`src/rtl/pmevt_pkg.sv`:
```
package pmevt_pkg;

    // Status bits that hardware sets and that may raise the interrupt
    localparam int unsigned B_TMR  = 0;
    localparam int unsigned B_GLK  = 5;
    localparam int unsigned B_PWR  = 8;
    localparam int unsigned B_RTC  = 10;
    localparam logic [15:0] SCI_SRC_MASK = 16'h0521;

    // 64-byte window: base aligned on bits [15:6]
    localparam logic [15:0] WIN_MASK = 16'hFFC0;

    typedef enum logic [1:0] {
        SZ_BYTE  = 2'd0,
        SZ_WORD  = 2'd1,
        SZ_DWORD = 2'd2
    } io_size_e;

    typedef enum logic [1:0] {
        SLOT_EVT  = 2'd0,   // offsets 0x00..0x03: status / enable
        SLOT_CTL  = 2'd1,   // offsets 0x04..0x07: control
        SLOT_TMR  = 2'd2,   // offsets 0x08..0x0B: timer
        SLOT_NONE = 2'd3
    } slot_e;

    typedef struct packed {
        logic        wr;
        slot_e       slot;
        logic [3:0]  be;
        logic [31:0] wdata;
    } io_wreq_t;

    function automatic logic [3:0] lane_mask(io_size_e sz, logic [1:0] lane);
        logic [3:0] m;
        case (sz)
            SZ_BYTE: m = 4'b0001;
            SZ_WORD: m = 4'b0011;
            default: m = 4'b1111;
        endcase
        return m << lane;
    endfunction

    function automatic logic [31:0] size_mask(io_size_e sz);
        case (sz)
            SZ_BYTE: return 32'h0000_00FF;
            SZ_WORD: return 32'h0000_FFFF;
            default: return 32'hFFFF_FFFF;
        endcase
    endfunction

endpackage

```
`src/rtl/pmevt_decode.sv`:
```
module pmevt_decode
    import pmevt_pkg::*;
(
    input  logic        clk,
    input  logic        rst,
    input  logic [15:0] cfg_base_i,
    input  logic        cfg_dec_en_i,
    input  logic [15:0] io_addr_i,
    input  logic        io_wr_i,
    input  logic        io_rd_i,
    input  logic [1:0]  io_size_i,
    input  logic [31:0] io_wdata_i,
    output io_wreq_t    wreq_o,
    output logic        rd_o,
    output slot_e       slot_o,
    output logic [1:0]  lane_o,
    output io_size_e    size_o,
    output logic        hit_o,
    output logic        dec_en_o
);
    logic [15:0] base_q;
    logic        en_q;
    logic [5:0]  off;
    slot_e       slot;

    always_ff @(posedge clk) begin
        if (rst) begin
            base_q <= '0;
            en_q   <= 1'b0;
        end else begin
            base_q <= cfg_base_i & WIN_MASK;
            en_q   <= cfg_dec_en_i;
        end
    end

    always_comb begin
        off = io_addr_i[5:0];
        case (off[5:2])
            4'd0:    slot = SLOT_EVT;
            4'd1:    slot = SLOT_CTL;
            4'd2:    slot = SLOT_TMR;
            default: slot = SLOT_NONE;
        endcase
    end

    assign hit_o    = en_q && ((io_addr_i & WIN_MASK) == base_q);
    assign dec_en_o = en_q;
    assign size_o   = io_size_e'(io_size_i);
    assign lane_o   = off[1:0];
    assign slot_o   = slot;
    assign rd_o     = io_rd_i && hit_o;

    assign wreq_o.wr    = io_wr_i && hit_o;
    assign wreq_o.slot  = slot;
    assign wreq_o.be    = lane_mask(size_o, off[1:0]);
    assign wreq_o.wdata = io_wdata_i << {off[1:0], 3'b000};

endmodule

```
`src/rtl/pmevt_timer.sv`:
```
module pmevt_timer #(
    parameter int unsigned TMR_W = 24
) (
    input  logic             clk,
    input  logic             rst,
    input  logic             tick_i,
    output logic [TMR_W-1:0] count_o,
    output logic             wrap_o
);
    localparam int unsigned MSB = TMR_W - 1;

    logic [TMR_W-1:0] cnt_q;
    logic [TMR_W-1:0] cnt_n;

    assign cnt_n  = cnt_q + 1'b1;
    assign wrap_o = tick_i && (cnt_n[MSB] != cnt_q[MSB]);

    always_ff @(posedge clk) begin
        if (rst)         cnt_q <= '0;
        else if (tick_i) cnt_q <= cnt_n;
    end

    assign count_o = cnt_q;

endmodule

```
`src/rtl/pmevt_regs.sv`:
```
module pmevt_regs
    import pmevt_pkg::*;
(
    input  logic        clk,
    input  logic        rst,
    input  io_wreq_t    wreq_i,
    input  logic        tmr_wrap_i,
    input  logic [2:0]  evt_i,       // {rtc, power button, global lock}
    output logic [15:0] sts_o,
    output logic [15:0] en_o,
    output logic [15:0] ctl_o,
    output logic        sci_o,
    output logic        arm_o
);
    localparam int unsigned LANES = 2;

    logic [2:0]  evt_q;
    logic [2:0]  rise;
    logic [15:0] set_v;
    logic [15:0] clr_v;
    logic [15:0] sts_q;
    logic        wr_evt;
    logic        wr_ctl;

    assign wr_evt = wreq_i.wr && (wreq_i.slot == SLOT_EVT);
    assign wr_ctl = wreq_i.wr && (wreq_i.slot == SLOT_CTL);
    assign rise   = evt_i & ~evt_q;

    always_comb begin
        set_v        = '0;
        set_v[B_TMR] = tmr_wrap_i;
        set_v[B_GLK] = rise[0];
        set_v[B_PWR] = rise[1];
        set_v[B_RTC] = rise[2];
        clr_v = wr_evt ? (wreq_i.wdata[15:0] & {{8{wreq_i.be[1]}}, {8{wreq_i.be[0]}}})
                       : 16'h0000;
    end

    always_ff @(posedge clk) begin
        if (rst) begin
            evt_q <= '0;
            sts_q <= '0;
        end else begin
            evt_q <= evt_i;
            sts_q <= (sts_q & ~clr_v) | set_v;   // a set on the same edge wins
        end
    end

    // Enable and control: one independent byte register per lane
    for (genvar b = 0; b < LANES; b++) begin : g_lane
        logic [7:0] en_b;
        logic [7:0] ctl_b;
        always_ff @(posedge clk) begin
            if (rst) begin
                en_b  <= '0;
                ctl_b <= '0;
            end else begin
                if (wr_evt && wreq_i.be[LANES+b]) en_b  <= wreq_i.wdata[16+8*b +: 8];
                if (wr_ctl && wreq_i.be[b])       ctl_b <= wreq_i.wdata[8*b +: 8];
            end
        end
        assign en_o[8*b +: 8]  = en_b;
        assign ctl_o[8*b +: 8] = ctl_b;
    end

    assign sts_o = sts_q;
    assign sci_o = |(sts_q & en_o & SCI_SRC_MASK);
    assign arm_o = en_o[B_TMR] & ~sts_q[B_TMR];

endmodule

```
`src/rtl/pm_evt_sci_top.sv`:
```
module pm_evt_sci_top
    import pmevt_pkg::*;
#(
    parameter int unsigned TMR_W = 24
) (
    input  logic        clk,
    input  logic        rst,
    input  logic [15:0] cfg_base_i,
    input  logic        cfg_dec_en_i,
    input  logic [15:0] io_addr_i,
    input  logic        io_wr_i,
    input  logic        io_rd_i,
    input  logic [1:0]  io_size_i,
    input  logic [31:0] io_wdata_i,
    output logic [31:0] io_rdata_o,
    output logic        io_hit_o,
    input  logic        tick_i,
    input  logic        evt_rtc_i,
    input  logic        evt_pwrbtn_i,
    input  logic        evt_glock_i,
    output logic        sci_o,
    output logic        tmr_arm_o
);
    io_wreq_t         wreq;
    logic             rd_ok;
    slot_e            slot;
    logic [1:0]       lane;
    io_size_e         size;
    logic             dec_en_w;
    logic             wrap;
    logic [TMR_W-1:0] tmr_w;
    logic [15:0]      sts_w;
    logic [15:0]      en_w;
    logic [15:0]      ctl_w;
    logic [31:0]      raw;

    pmevt_decode u_dec (
        .clk          (clk),
        .rst          (rst),
        .cfg_base_i   (cfg_base_i),
        .cfg_dec_en_i (cfg_dec_en_i),
        .io_addr_i    (io_addr_i),
        .io_wr_i      (io_wr_i),
        .io_rd_i      (io_rd_i),
        .io_size_i    (io_size_i),
        .io_wdata_i   (io_wdata_i),
        .wreq_o       (wreq),
        .rd_o         (rd_ok),
        .slot_o       (slot),
        .lane_o       (lane),
        .size_o       (size),
        .hit_o        (io_hit_o),
        .dec_en_o     (dec_en_w)
    );

    pmevt_timer #(.TMR_W(TMR_W)) u_tmr (
        .clk     (clk),
        .rst     (rst),
        .tick_i  (tick_i),
        .count_o (tmr_w),
        .wrap_o  (wrap)
    );

    pmevt_regs u_regs (
        .clk        (clk),
        .rst        (rst),
        .wreq_i     (wreq),
        .tmr_wrap_i (wrap),
        .evt_i      ({evt_rtc_i, evt_pwrbtn_i, evt_glock_i}),
        .sts_o      (sts_w),
        .en_o       (en_w),
        .ctl_o      (ctl_w),
        .sci_o      (sci_o),
        .arm_o      (tmr_arm_o)
    );

    always_comb begin
        case (slot)
            SLOT_EVT: raw = {en_w, sts_w};
            SLOT_CTL: raw = {16'h0000, ctl_w};
            SLOT_TMR: raw = 32'(tmr_w);
            default:  raw = '0;
        endcase
    end

    assign io_rdata_o = rd_ok ? ((raw >> {lane, 3'b000}) & size_mask(size)) : 32'h0;

endmodule

```
`config.mk`:
```
export PLATFORM = sky130hd
export DESIGN_NAME = pm_evt_sci_top
export DESIGN_NICKNAME = d
export VERILOG_FILES = /design/src/rtl/pmevt_pkg.sv /design/src/rtl/pmevt_decode.sv /design/src/rtl/pmevt_timer.sv /design/src/rtl/pmevt_regs.sv /design/src/rtl/pm_evt_sci_top.sv
export SDC_FILE = /design/constraint.sdc
export NUM_CORES = 1
export LEC_CHECK = 0
export BUFFER_PORTS_ARGS = -buffer_cell sky130_fd_sc_hd__buf_2
export CORE_MARGIN = 8
export CORE_UTILIZATION = 35
export CTS_CLUSTER_DIAMETER = 100
export DETAILED_ROUTE_END_ITERATION = 8
export GPL_ROUTABILITY_DRIVEN = 0
export GPL_TIMING_DRIVEN = 0
export SETUP_SLACK_MARGIN = 0.1
export SLEW_MARGIN = 25
export SYNTH_ARGS = -nofsm -noshare
export SYNTH_HDL_FRONTEND = slang
export SYNTH_SLANG_ARGS = --single-unit
```
`constraint.sdc`:
```
create_clock -name clk -period 3.14 [get_ports clk]
set_input_delay 0.628 -clock clk [delete_from_list [all_inputs] [get_ports clk]]
set_output_delay 0.628 -clock clk [all_outputs]
set_load 0.005 [all_outputs]
```
==> results by group, run 1 <==
Layout
  – Antenna diodes: 0
  – Layout filler cell count: 1367
  – Finished Core Util: 44.8%
  – Final nets: 811
  – Design Area, Final: 6250 µm²
  – Commonest non-fill, non-tap cell in the layout: buf_2
  – Most frequent cells in the layout: buf_2 (104), dfxtp_1 (86), nor2_1 (72)
  – Layout cells sized above 1: 24.7%
  – Layout Cells excl Fill: 920
  – Syn-to-layout area delta: 24.7%

Min path
  – Hold Crit Start: u_regs.sts_o[6]$_SDFF_PP0_
  – Hold Path Class: flip-flop to flip-flop

Status
  – Status: complete, no violations

Power
  – Pwr per Cell Area: 415 nW/µm²
  – Lkg Pwr: 2.44 nW
  – Max VDD drop: 291 µV

Worst setup path
  – R2r startpoint: u_tmr.count_o[5]$_SDFFE_PP0P_
  – CP required: 2.51 ns
  – Crit path capture: io_rdata_o[11]
  – R2R setup slack: 0.62 ns
  – Critical Path Fanout Max: 8
  – Worst Setup SP: io_addr_i[14]
  – Setup Crit Path Kind: input pin to output pin
  – CP Launch Type: input pin
  – Worst Path Arrival: 2.31 ns
  – CP Capture Type: output pin
  – Worst reg2reg path depth: 6
  – R2R Path End: u_tmr.count_o[23]$_SDFFE_PP0P_

Timing
  – Max Freq: 341 MHz
  – RSZ-0062 raised after global routing: no
  – Pins Over Slew Limit: 0
  – Hold Fails Final Rpt: 0
  – Clock Skews: 0.00511 ns
  – Fin crit share: 93.5%
  – Max-slew headroom: 44.0%
  – Endpoints failing setup: 0
  – Final min period: 2.94 ns
  – Worst slew pin tran: 0.834 ns

Floorplan
  – # IOs: 110
  – Initial Utilization: 36.0%
  – Die area: 18400 µm²
  – Die Height: 136 µm
  – Die W: 136 µm
  – # rows: 43
  – Core area: 13900 µm²

Global route
  – Number of global-route vias before repair: 4890
  – GRT Residual Overflow: 0
  – First-pass GRT wire length: 27.1 mm
  – Initial antenna violation count: 0
  – Largest net degree at the start of global routing: 22
  – GRT Overall Usage: 18.9%

Clock tree
  – Hold_buf cts: 0
  – Root Buffer: clkbuf_16
  – Total CTS buffers: 9
  – Worst-path clk slew: 0.06 ns
  – CTS tree: done
  – H-tree Lvls: 3
  – Worst skew pair latency: 0.34 ns
  – Clock Tree Buf Depth: 2
  – Clock sinks: 86

Synth
  – Post-Syn Instances: 617
  – Post-Syn Area: 5010 µm²
  – Syn_nets: 693
  – Synth Warn #: 0
  – Post-synth cell types: 49
  – Synth top area cells: dfxtp_1 (34%), mux2i_1 (9.8%), a21oi_1 (5.7%), nor2_1 (5.4%), nor3_1 (4.2%)
  – Sequential fraction of the synthesis area: 34.4%
  – Post-synth ARST share: 0%
  – Synth top area share: 34.4%
  – Cell taking the most area after synthesis: dfxtp_1
  – Synth Register Bits: 86
  – Main synth FF type: dfxtp_1
  – Synthesized area per cell: 8.12 µm²
  – EDFF count, synth: 0

Route
  – Router iterations before antenna repair: 5
  – Routed len/inst: 19.3 µm
  – Vias per std cell: 5.59
  – # DRC: 0
  – Routed vias: 5141
  – Post-route ant nets: 0
  – DRT iter0 DRCs: 554
  – Final wirelength: 17.7 mm

Place
  – Inst Count DP: 898
  – Area post-placement: 5740 µm²
  – I/O Buffers: 101
  – DP Wirelength: 13.8 mm

Flow run
  – Max-cap viol count: 0
## routing by layer
layer	wire [µm]	vias to the layer above	GRT usage [%]
met2	7820	258	28.3
met3	1640	30	4.38
met4	485	0	8.20
met5	0	-	0
li1	-	2432	-
met1	7800	2421	25.3
## critical path: stages
cell,delay (ns)
buf_2,0.11
xnor2_2,0.23
nand4_4,0.22
nor4_4,0.37
buf_4,0.19
o21ai_2,0.13
a211oi_1,0.25
buf_2,0.17
## synth_stat cells (2+ instances only)
cell type  instances
a22oi_1           10
buf_2              6
nor3_1            42
a211oi_1          10
or4_1              2
nand2_1           39
and4_1             2
nand2b_1          14
o22ai_1            8
nor2_1            72
a21oi_1           57
dfxtp_1           86
or2_2              2
a21o_1             2
o2bb2ai_1          2
o211a_1            8
nor2b_1           18
inv_1             18
xor2_1             5
o21bai_1           4
nor4_4             3
and2_1             2
or3_1             12
nor4_1             4
mux2i_1           49
mux2_2            16
clkbuf_1          30
nand3_1            6
nand4_1           18
xnor2_1           24
buf_1              3
o21ai_0           26
## worst min-delay path by stage
stage | cells after the start | to | slack (ns)
floorplan | 2 | u_regs.sts_o[11]$_SDFF_PP0_ | 0.42
global placement | 2 | u_regs.sts_o[6]$_SDFF_PP0_ | 0.44
detailed placement | 2 | u_regs.sts_o[6]$_SDFF_PP0_ | 0.44
CTS | 2 | u_regs.sts_o[6]$_SDFF_PP0_ | 0.45
global route | 2 | u_regs.sts_o[2]$_SDFF_PP0_ | 0.46
finish | 2 | u_regs.sts_o[6]$_SDFF_PP0_ | 0.45
## metrics by stage
step | total power [mW] | setup TNS (ns) | hold WS (ns) | setup slack, ns
after global placement | 1.42 | -10.03 | 0.436 | -0.441
after CTS | 2.60 | 0 | 0.450 | 0.102
after global routing | 2.67 | 0 | 0.464 | 0.107
final | 2.59 | 0 | 0.450 | 0.204
after floorplan | 1.31 | 0 | 0.424 | 0.271
after detailed placement | 1.43 | -12.08 | 0.441 | -0.525
## registers in the layout, summed over array words and instances, names as in the netlist
register	cells
u_tmr.count_o	24
u_regs.evt_q	3
u_regs.g_lane.ctl_b	16
u_regs.g_lane.en_b	16
u_dec.dec_en_o	1
u_dec.base_q	10
u_regs.sts_o	16
## what timing repair did
item,in CTS,in global routing
resized for setup,22,14
endpoints found under the setup margin,32,32
pin swaps,5,2
setup buffers,7,2
## area by class of cell
type,instances,area [µm²],area share (%)
sequential,86,1720,27.6
clock inverter,6,85.1,1.36
buffer,37,191,3.06
clock buffer,10,239,3.83
timing repair buffer,110,586,9.37
inverter,18,67.6,1.08
tap,180,225,3.61
multi-input combinational,473,3130,50.1
## report_power, final
| group | total [mW] | internal (mW) | switching [mW] |
|---|---|---|---|
| clock network | 1.17 | 0.716 | 0.451 |
| registers | 1.13 | 1.11 | 0.0173 |
| logic | 0.302 | 0.120 | 0.182 |
| total | 2.59 | 1.94 | 0.650 |
## cell families (layout without fill, tap and decap cells)
| family | after synthesis | in the layout | share of synthesized area, % |
|---|---|---|---|
| AOI/OAI and AO/OA | 130 | 130 | 15.6 |
| xor gates and xnor gates | 30 | 30 | 5.39 |
| adders and majority gates | 1 | 1 | 0.250 |
| buffers and inverters | 58 | 181 | 4.64 |
| DFF | 86 | 86 | 34.4 |
| muxes | 65 | 65 | 13.4 |
| and+or+nand+nor | 247 | 247 | 26.4 |
Note: power is estimated with default switching activity, not from simulation.
==> inputs of run 2 (changes only) <==
--- a/config.mk
+++ b/config.mk
@@ -6,7 +6,6 @@
 export NUM_CORES = 1
 export LEC_CHECK = 0
 export BUFFER_PORTS_ARGS = -buffer_cell sky130_fd_sc_hd__buf_2
-export CORE_MARGIN = 8
 export CORE_UTILIZATION = 35
 export CTS_CLUSTER_DIAMETER = 100
 export DETAILED_ROUTE_END_ITERATION = 8
==> run 2 against run 1 <==
Net effect: fmax decreased by 1.6%; design area increased by 0.14%; critical endpoint is now io_rdata_o[5]; combinational power increased by 2%; setup slack got worse by 0.047 ns; sequential power about the same; non-clock buffer count increased by 1; count of clock-buffer cells in the layout increased by 2; largest cell class unchanged; clock skew about the same; via count decreased by 0.18%; highest routed layer unchanged.
==> results by group, run 2 (synthesized netlist as in run 1, its figures left out) <==
Worst setup path
  – Worst Setup SP: io_addr_i[3]
  – CP Launch Type: input pin
  – R2R Path End: u_tmr.count_o[23]$_SDFFE_PP0P_
  – R2r startpoint: u_tmr.count_o[5]$_SDFFE_PP0P_
  – CP required: 2.51 ns
  – R2R setup slack: 0.62 ns
  – Critical Path Fanout Max: 10
  – Setup Crit Path Kind: input pin to output pin
  – CP Capture Type: output pin
  – Worst reg2reg path depth: 6
  – Worst Path Arrival: 2.35 ns

Flow run
  – Max-cap viol count: 0

Layout
  – Layout cells sized above 1: 24.6%
  – Antenna diodes: 0
  – Design Area, Final: 6260 µm²
  – Largest register FFs: 24
  – Commonest non-fill, non-tap cell in the layout: buf_2
  – Most frequent cells in the layout: buf_2 (106), dfxtp_1 (86), nor2_1 (72)
  – Final nets: 812
  – Syn-to-layout area delta: 24.8%

Clock tree
  – Worst skew pair latency: 0.35 ns
  – Worst-path clk slew: 0.06 ns
  – Hold_buf cts: 0
  – H-tree Lvls: 3
  – Total CTS buffers: 9
  – Clock sinks: 86
  – Root Buffer: clkbuf_16
  – Clock Tree Buf Depth: 2
  – CTS tree: done

Timing
  – Hold Slack: 0.455 ns
  – Clock Skews: 0.00516 ns
  – Max-slew headroom: 43.5%
  – Fin crit share: 95.0%
  – Final setup TNS: 0 ns
  – Endpoints failing setup: 0
  – Max Freq: 335 MHz
  – Final min period: 2.98 ns
  – PnR worst setup slack: 0.158 ns
  – RSZ-0062 raised after global routing: yes
  – Pins Over Slew Limit: 0
  – Worst slew pin tran: 0.841 ns
  – Hold Fails Final Rpt: 0

Route
  – Routed len/inst: 18.5 µm
  – # DRC: 0
  – Routed vias: 5132
  – DRT iter0 DRCs: 415
  – Router iterations before antenna repair: 5
  – Vias per std cell: 5.57
  – Post-route ant nets: 0
  – Final wirelength: 17.1 mm

Power
  – Max VDD drop: 259 µV
  – PnR Total Power: 2.60 mW
  – Pint: 1.95 mW
  – Pwr per Cell Area: 415 nW/µm²
  – Clock power share: 44.9%
  – NetSw: 0.649 mW
  – Sequential share of power: 43.3%
  – Lkg Pwr: 2.44 nW
  – Net Sw Frac: 25.0%
  – Comb power frac: 11.8%

Status
  – Status: complete, no violations

Global route
  – GRT Residual Overflow: 0
  – Largest net degree at the start of global routing: 14
  – First-pass GRT wire length: 26.1 mm
  – Number of global-route vias before repair: 4795
  – GRT Overall Usage: 23.4%
  – Initial antenna violation count: 0

Min path
  – Worst hold path depth: 2
  – Hold Crit Start: u_regs.sts_o[4]$_SDFF_PP0_
  – Hold Path Class: flip-flop to flip-flop
  – Hold endpoint: u_regs.sts_o[4]$_SDFF_PP0_

Floorplan
  – Core area: 13900 µm²
  – Die Height: 122 µm
  – # IOs: 110
  – Initial Utilization: 36.0%
  – Die W: 122 µm
  – Die area: 14800 µm²
  – # rows: 43

Place
  – Place WS: -0.440 ns
  – Area post-placement: 5740 µm²
  – I/O Buffers: 101
  – DP Wirelength: 13.2 mm
[run 2: changes by cell type in the layout (fill, tap and decap cells not counted), sizes merged]
cell      before  now
buf          119  123
clkbuf        38   37
clkinvlp       2    0
[run 2: stage by stage]
step | utilization, % | std cells
after global routing | 44.9 | 921
after detailed placement | 41.2 | 898
after floorplan | - | 617
final | 44.9 | 921
after CTS | 44.5 | 921
after global placement | 41.2 | 898
[run 2: worst max-delay path, cell delays in order]
cell and delay (ns):
buf_2 0.13, buf_4 0.22, buf_6 0.20, buf_6 0.20
mux2i_1 0.33, nor3_1 0.08, a21oi_1 0.20, nand2_1 0.08
o211a_1 0.14, buf_2 0.13
[run 2: power by group through the flow]
| stage | Combinational [mW] | Clock [mW] | Sequential [mW] |
|---|---|---|---|
| final | 0.307 | 1.16 | 1.12 |
| after global routing | 0.330 | 1.23 | 1.13 |
| after CTS | 0.295 | 1.18 | 1.12 |
| after detailed placement | 0.282 | 0 | 1.15 |
| after global placement | 0.277 | 0 | 1.15 |
| after floorplan | 0.169 | 0 | 1.14 |
[run 2: cell type report]
cell class	instances	area (µm²)
clock buffers	12	246
plain buffers	38	191
inverters	18	67.6
multi-input cells	473	3150
clock inverters	4	70.1
repair buffers	110	586
fillers	1394	7680
well taps	180	225
flip-flops and latches	86	1720
[run 2: what timing repair did]
item                                    in CTS  in global routing
gates resized for setup                     21                 20
setup buffers                                8                  1
pin swaps                                    4                  3
endpoints found under the setup margin      32                 30
[run 2: how the worst max path moves through the flow]
| stage | end |
|---|---|
| after detailed placement | io_rdata_o[7] |
| after CTS | io_rdata_o[7] |
| after global placement | io_rdata_o[7] |
| final | io_rdata_o[5] |
| after global routing | io_rdata_o[5] |
| after floorplan | io_rdata_o[29] |
[run 2: layer usage]
metal / track usage, % / up-vias / share of wire (%)
met5: 0 / - / 0
met4: 9.49 / 0 / 2.7
met3: 3.28 / 39 / 8.0
met2: 34.7 / 239 / 44
met1: 33.7 / 2419 / 46
li1: - / 2435 / -
==> inputs of run 3 (changes only) <==
--- a/config.mk
+++ b/config.mk
@@ -6,11 +6,12 @@
 export NUM_CORES = 1
 export LEC_CHECK = 0
 export BUFFER_PORTS_ARGS = -buffer_cell sky130_fd_sc_hd__buf_2
-export CORE_UTILIZATION = 35
+export CORE_UTILIZATION = 55
 export CTS_CLUSTER_DIAMETER = 100
 export DETAILED_ROUTE_END_ITERATION = 8
 export GPL_ROUTABILITY_DRIVEN = 0
 export GPL_TIMING_DRIVEN = 0
+export PLACE_DENSITY = 0.81
 export SETUP_SLACK_MARGIN = 0.1
 export SLEW_MARGIN = 25
 export SYNTH_ARGS = -nofsm -noshare
==> run 3 against run 2 <==
Net effect: sequential share of layout area grew 0.72 points; critical path depth shrank 3; cell count shrank 7.8%; total power is 11% lower; design area shrank 2.6%; highest routed layer unchanged; sequential power hardly changed.
==> results by group, run 3 (synthesized netlist as in run 1, its figures left out) <==
Route
  – Routed len/inst: 18.7 µm
  – DRT iter0 DRCs: 559
  – Post-route ant nets: 0
  – # DRC: 0
  – Vias per std cell: 6.24
  – Final wirelength: 15.8 mm
  – Routed vias: 5300
  – Router iterations before antenna repair: 5

Layout
  – Layout filler cell count: 648
  – Layout cells sized above 1: 24.8%
  – Final nets: 812
  – Antenna diodes: 0
  – Syn-to-layout area delta: 21.6%
  – Design Area, Final: 6100 µm²
  – Largest register FFs: 24
  – Commonest non-fill, non-tap cell in the layout: buf_2
  – Most frequent cells in the layout: buf_2 (105), dfxtp_1 (86), nor2_1 (72)

Clock tree
  – CTS tree: done
  – Root Buffer: clkbuf_8
  – Total CTS buffers: 9
  – Clock sinks: 86
  – Hold_buf cts: 0
  – Clock Tree Buf Depth: 2
  – Worst-path clk slew: 0.08 ns
  – H-tree Lvls: 3
  – Worst skew pair latency: 0.37 ns

Worst setup path
  – CP required: 2.51 ns
  – Slowest stage delay, CP: 0.63 ns
  – Slowest stage cell, crit path: nor3_2
  – CP most frequent cell: buf_2
  – Worst-path cell chain: buf_2 -> nor3_2 -> a22oi_1 -> nor2_1 -> nor3_1 -> a211oi_1 -> buf_2
  – Critical Path Fanout Max: 8
  – CP Launch Type: input pin
  – CP Capture Type: output pin
  – Worst Path Arrival: 2.37 ns
  – Setup Crit Path Kind: input pin to output pin

Floorplan
  – Core area: 8760 µm²
  – Die Height: 97.5 µm
  – Die W: 97.5 µm
  – Die area: 9500 µm²
  – Initial Utilization: 57.2%
  – # rows: 34
  – # IOs: 110

Power
  – Pwr per Cell Area: 378 nW/µm²
  – Max VDD drop: 268 µV
  – PnR Total Power: 2.31 mW
  – Lkg Pwr: 2.41 nW

Timing
  – Clock Skews: 0.0140 ns
  – Fin crit share: 95.3%
  – Hold Fails Final Rpt: 0
  – Pins Over Slew Limit: 0
  – RSZ-0062 raised after global routing: yes
  – Hold Slack: 0.453 ns
  – Endpoints failing setup: 0
  – Final min period: 2.99 ns
  – Worst slew pin tran: 0.862 ns
  – Max Freq: 334 MHz
  – Final setup TNS: 0 ns
  – Max-slew headroom: 42.1%

Global route
  – GRT Overall Usage: 32.9%
  – First-pass GRT wire length: 24.8 mm
  – Initial antenna violation count: 0
  – GRT Residual Overflow: 0
  – Largest net degree at the start of global routing: 15
  – Number of global-route vias before repair: 4911

Place
  – DP Wirelength: 11.7 mm
  – Area post-placement: 5650 µm²
  – I/O Buffers: 101

Flow run
  – Max-cap viol count: 0

Min path
  – Hold Path Class: flip-flop to flip-flop

Status
  – Status: complete, no violations
-- run 3: path summary, 6_finish.rpt --
path / from / endpoint / slack (ns) / cells after the start
max: io_addr_i[2] / io_rdata_o[10] / 0.15 / 7
min reg2reg: u_regs.sts_o[11]$_SDFF_PP0_ / u_regs.sts_o[11]$_SDFF_PP0_ / 0.45 / 2
max reg2reg: u_tmr.count_o[5]$_SDFFE_PP0P_ / u_tmr.count_o[23]$_SDFFE_PP0P_ / 0.60 / 6
min: u_regs.sts_o[11]$_SDFF_PP0_ / u_regs.sts_o[11]$_SDFF_PP0_ / 0.45 / 2
-- run 3: worst max-delay path: cells and delay by family --
kind / cells / cell delay (ns)
AOI/OAI and AO/OA: 2 / 0.55
and+or+nand+nor: 3 / 0.87
buffers and inverters: 2 / 0.30
-- run 3: cell type report --
class                      count  area [µm²]  area share [%]
tap                          108         135            2.22
clock buffer                  11         141            2.32
timing repair buffer         111         581            9.52
inverter                      18        67.6            1.11
clock inverter                 5        82.6            1.35
buffer                        37         189            3.10
multi-input combinational    473        3180            52.1
sequential                    86        1720            28.2
-- run 3: what timing repair did --
item	4_1_cts	5_1_grt
pin swaps	5	5
buffers inserted	7	3
resized for setup	17	24
setup endpoints to repair	32	31
-- run 3: where the power goes --
part | leakage, nW | internal, mW | switching [mW]
combinational | 1.60 | 0.126 | 0.183
sequential | 0.698 | 1.11 | 0.0164
clock | 0.113 | 0.472 | 0.402
-- run 3: per-layer routing --
layer / share of wire, % / routed length [µm] / GRT usage (%) / up-vias
met1: 38 / 6100 / 40.3 / 2408
met5: 0 / 0 / 0 / -
met3: 9.9 / 1580 / 7.70 / 86
met2: 46 / 7260 / 53.7 / 370
li1: - / - / - / 2436
met4: 5.8 / 916 / 17.0 / 0
-- run 3: through the flow --
step | setup slack [ns] | util (%) | std cells
floorplan | 0.271 | - | 617
global placement | -0.352 | 64.5 | 826
detailed placement | -0.371 | 64.5 | 826
CTS | 0.106 | 68.2 | 848
global route | 0.0373 | 69.6 | 849
finish | 0.146 | 69.6 | 849
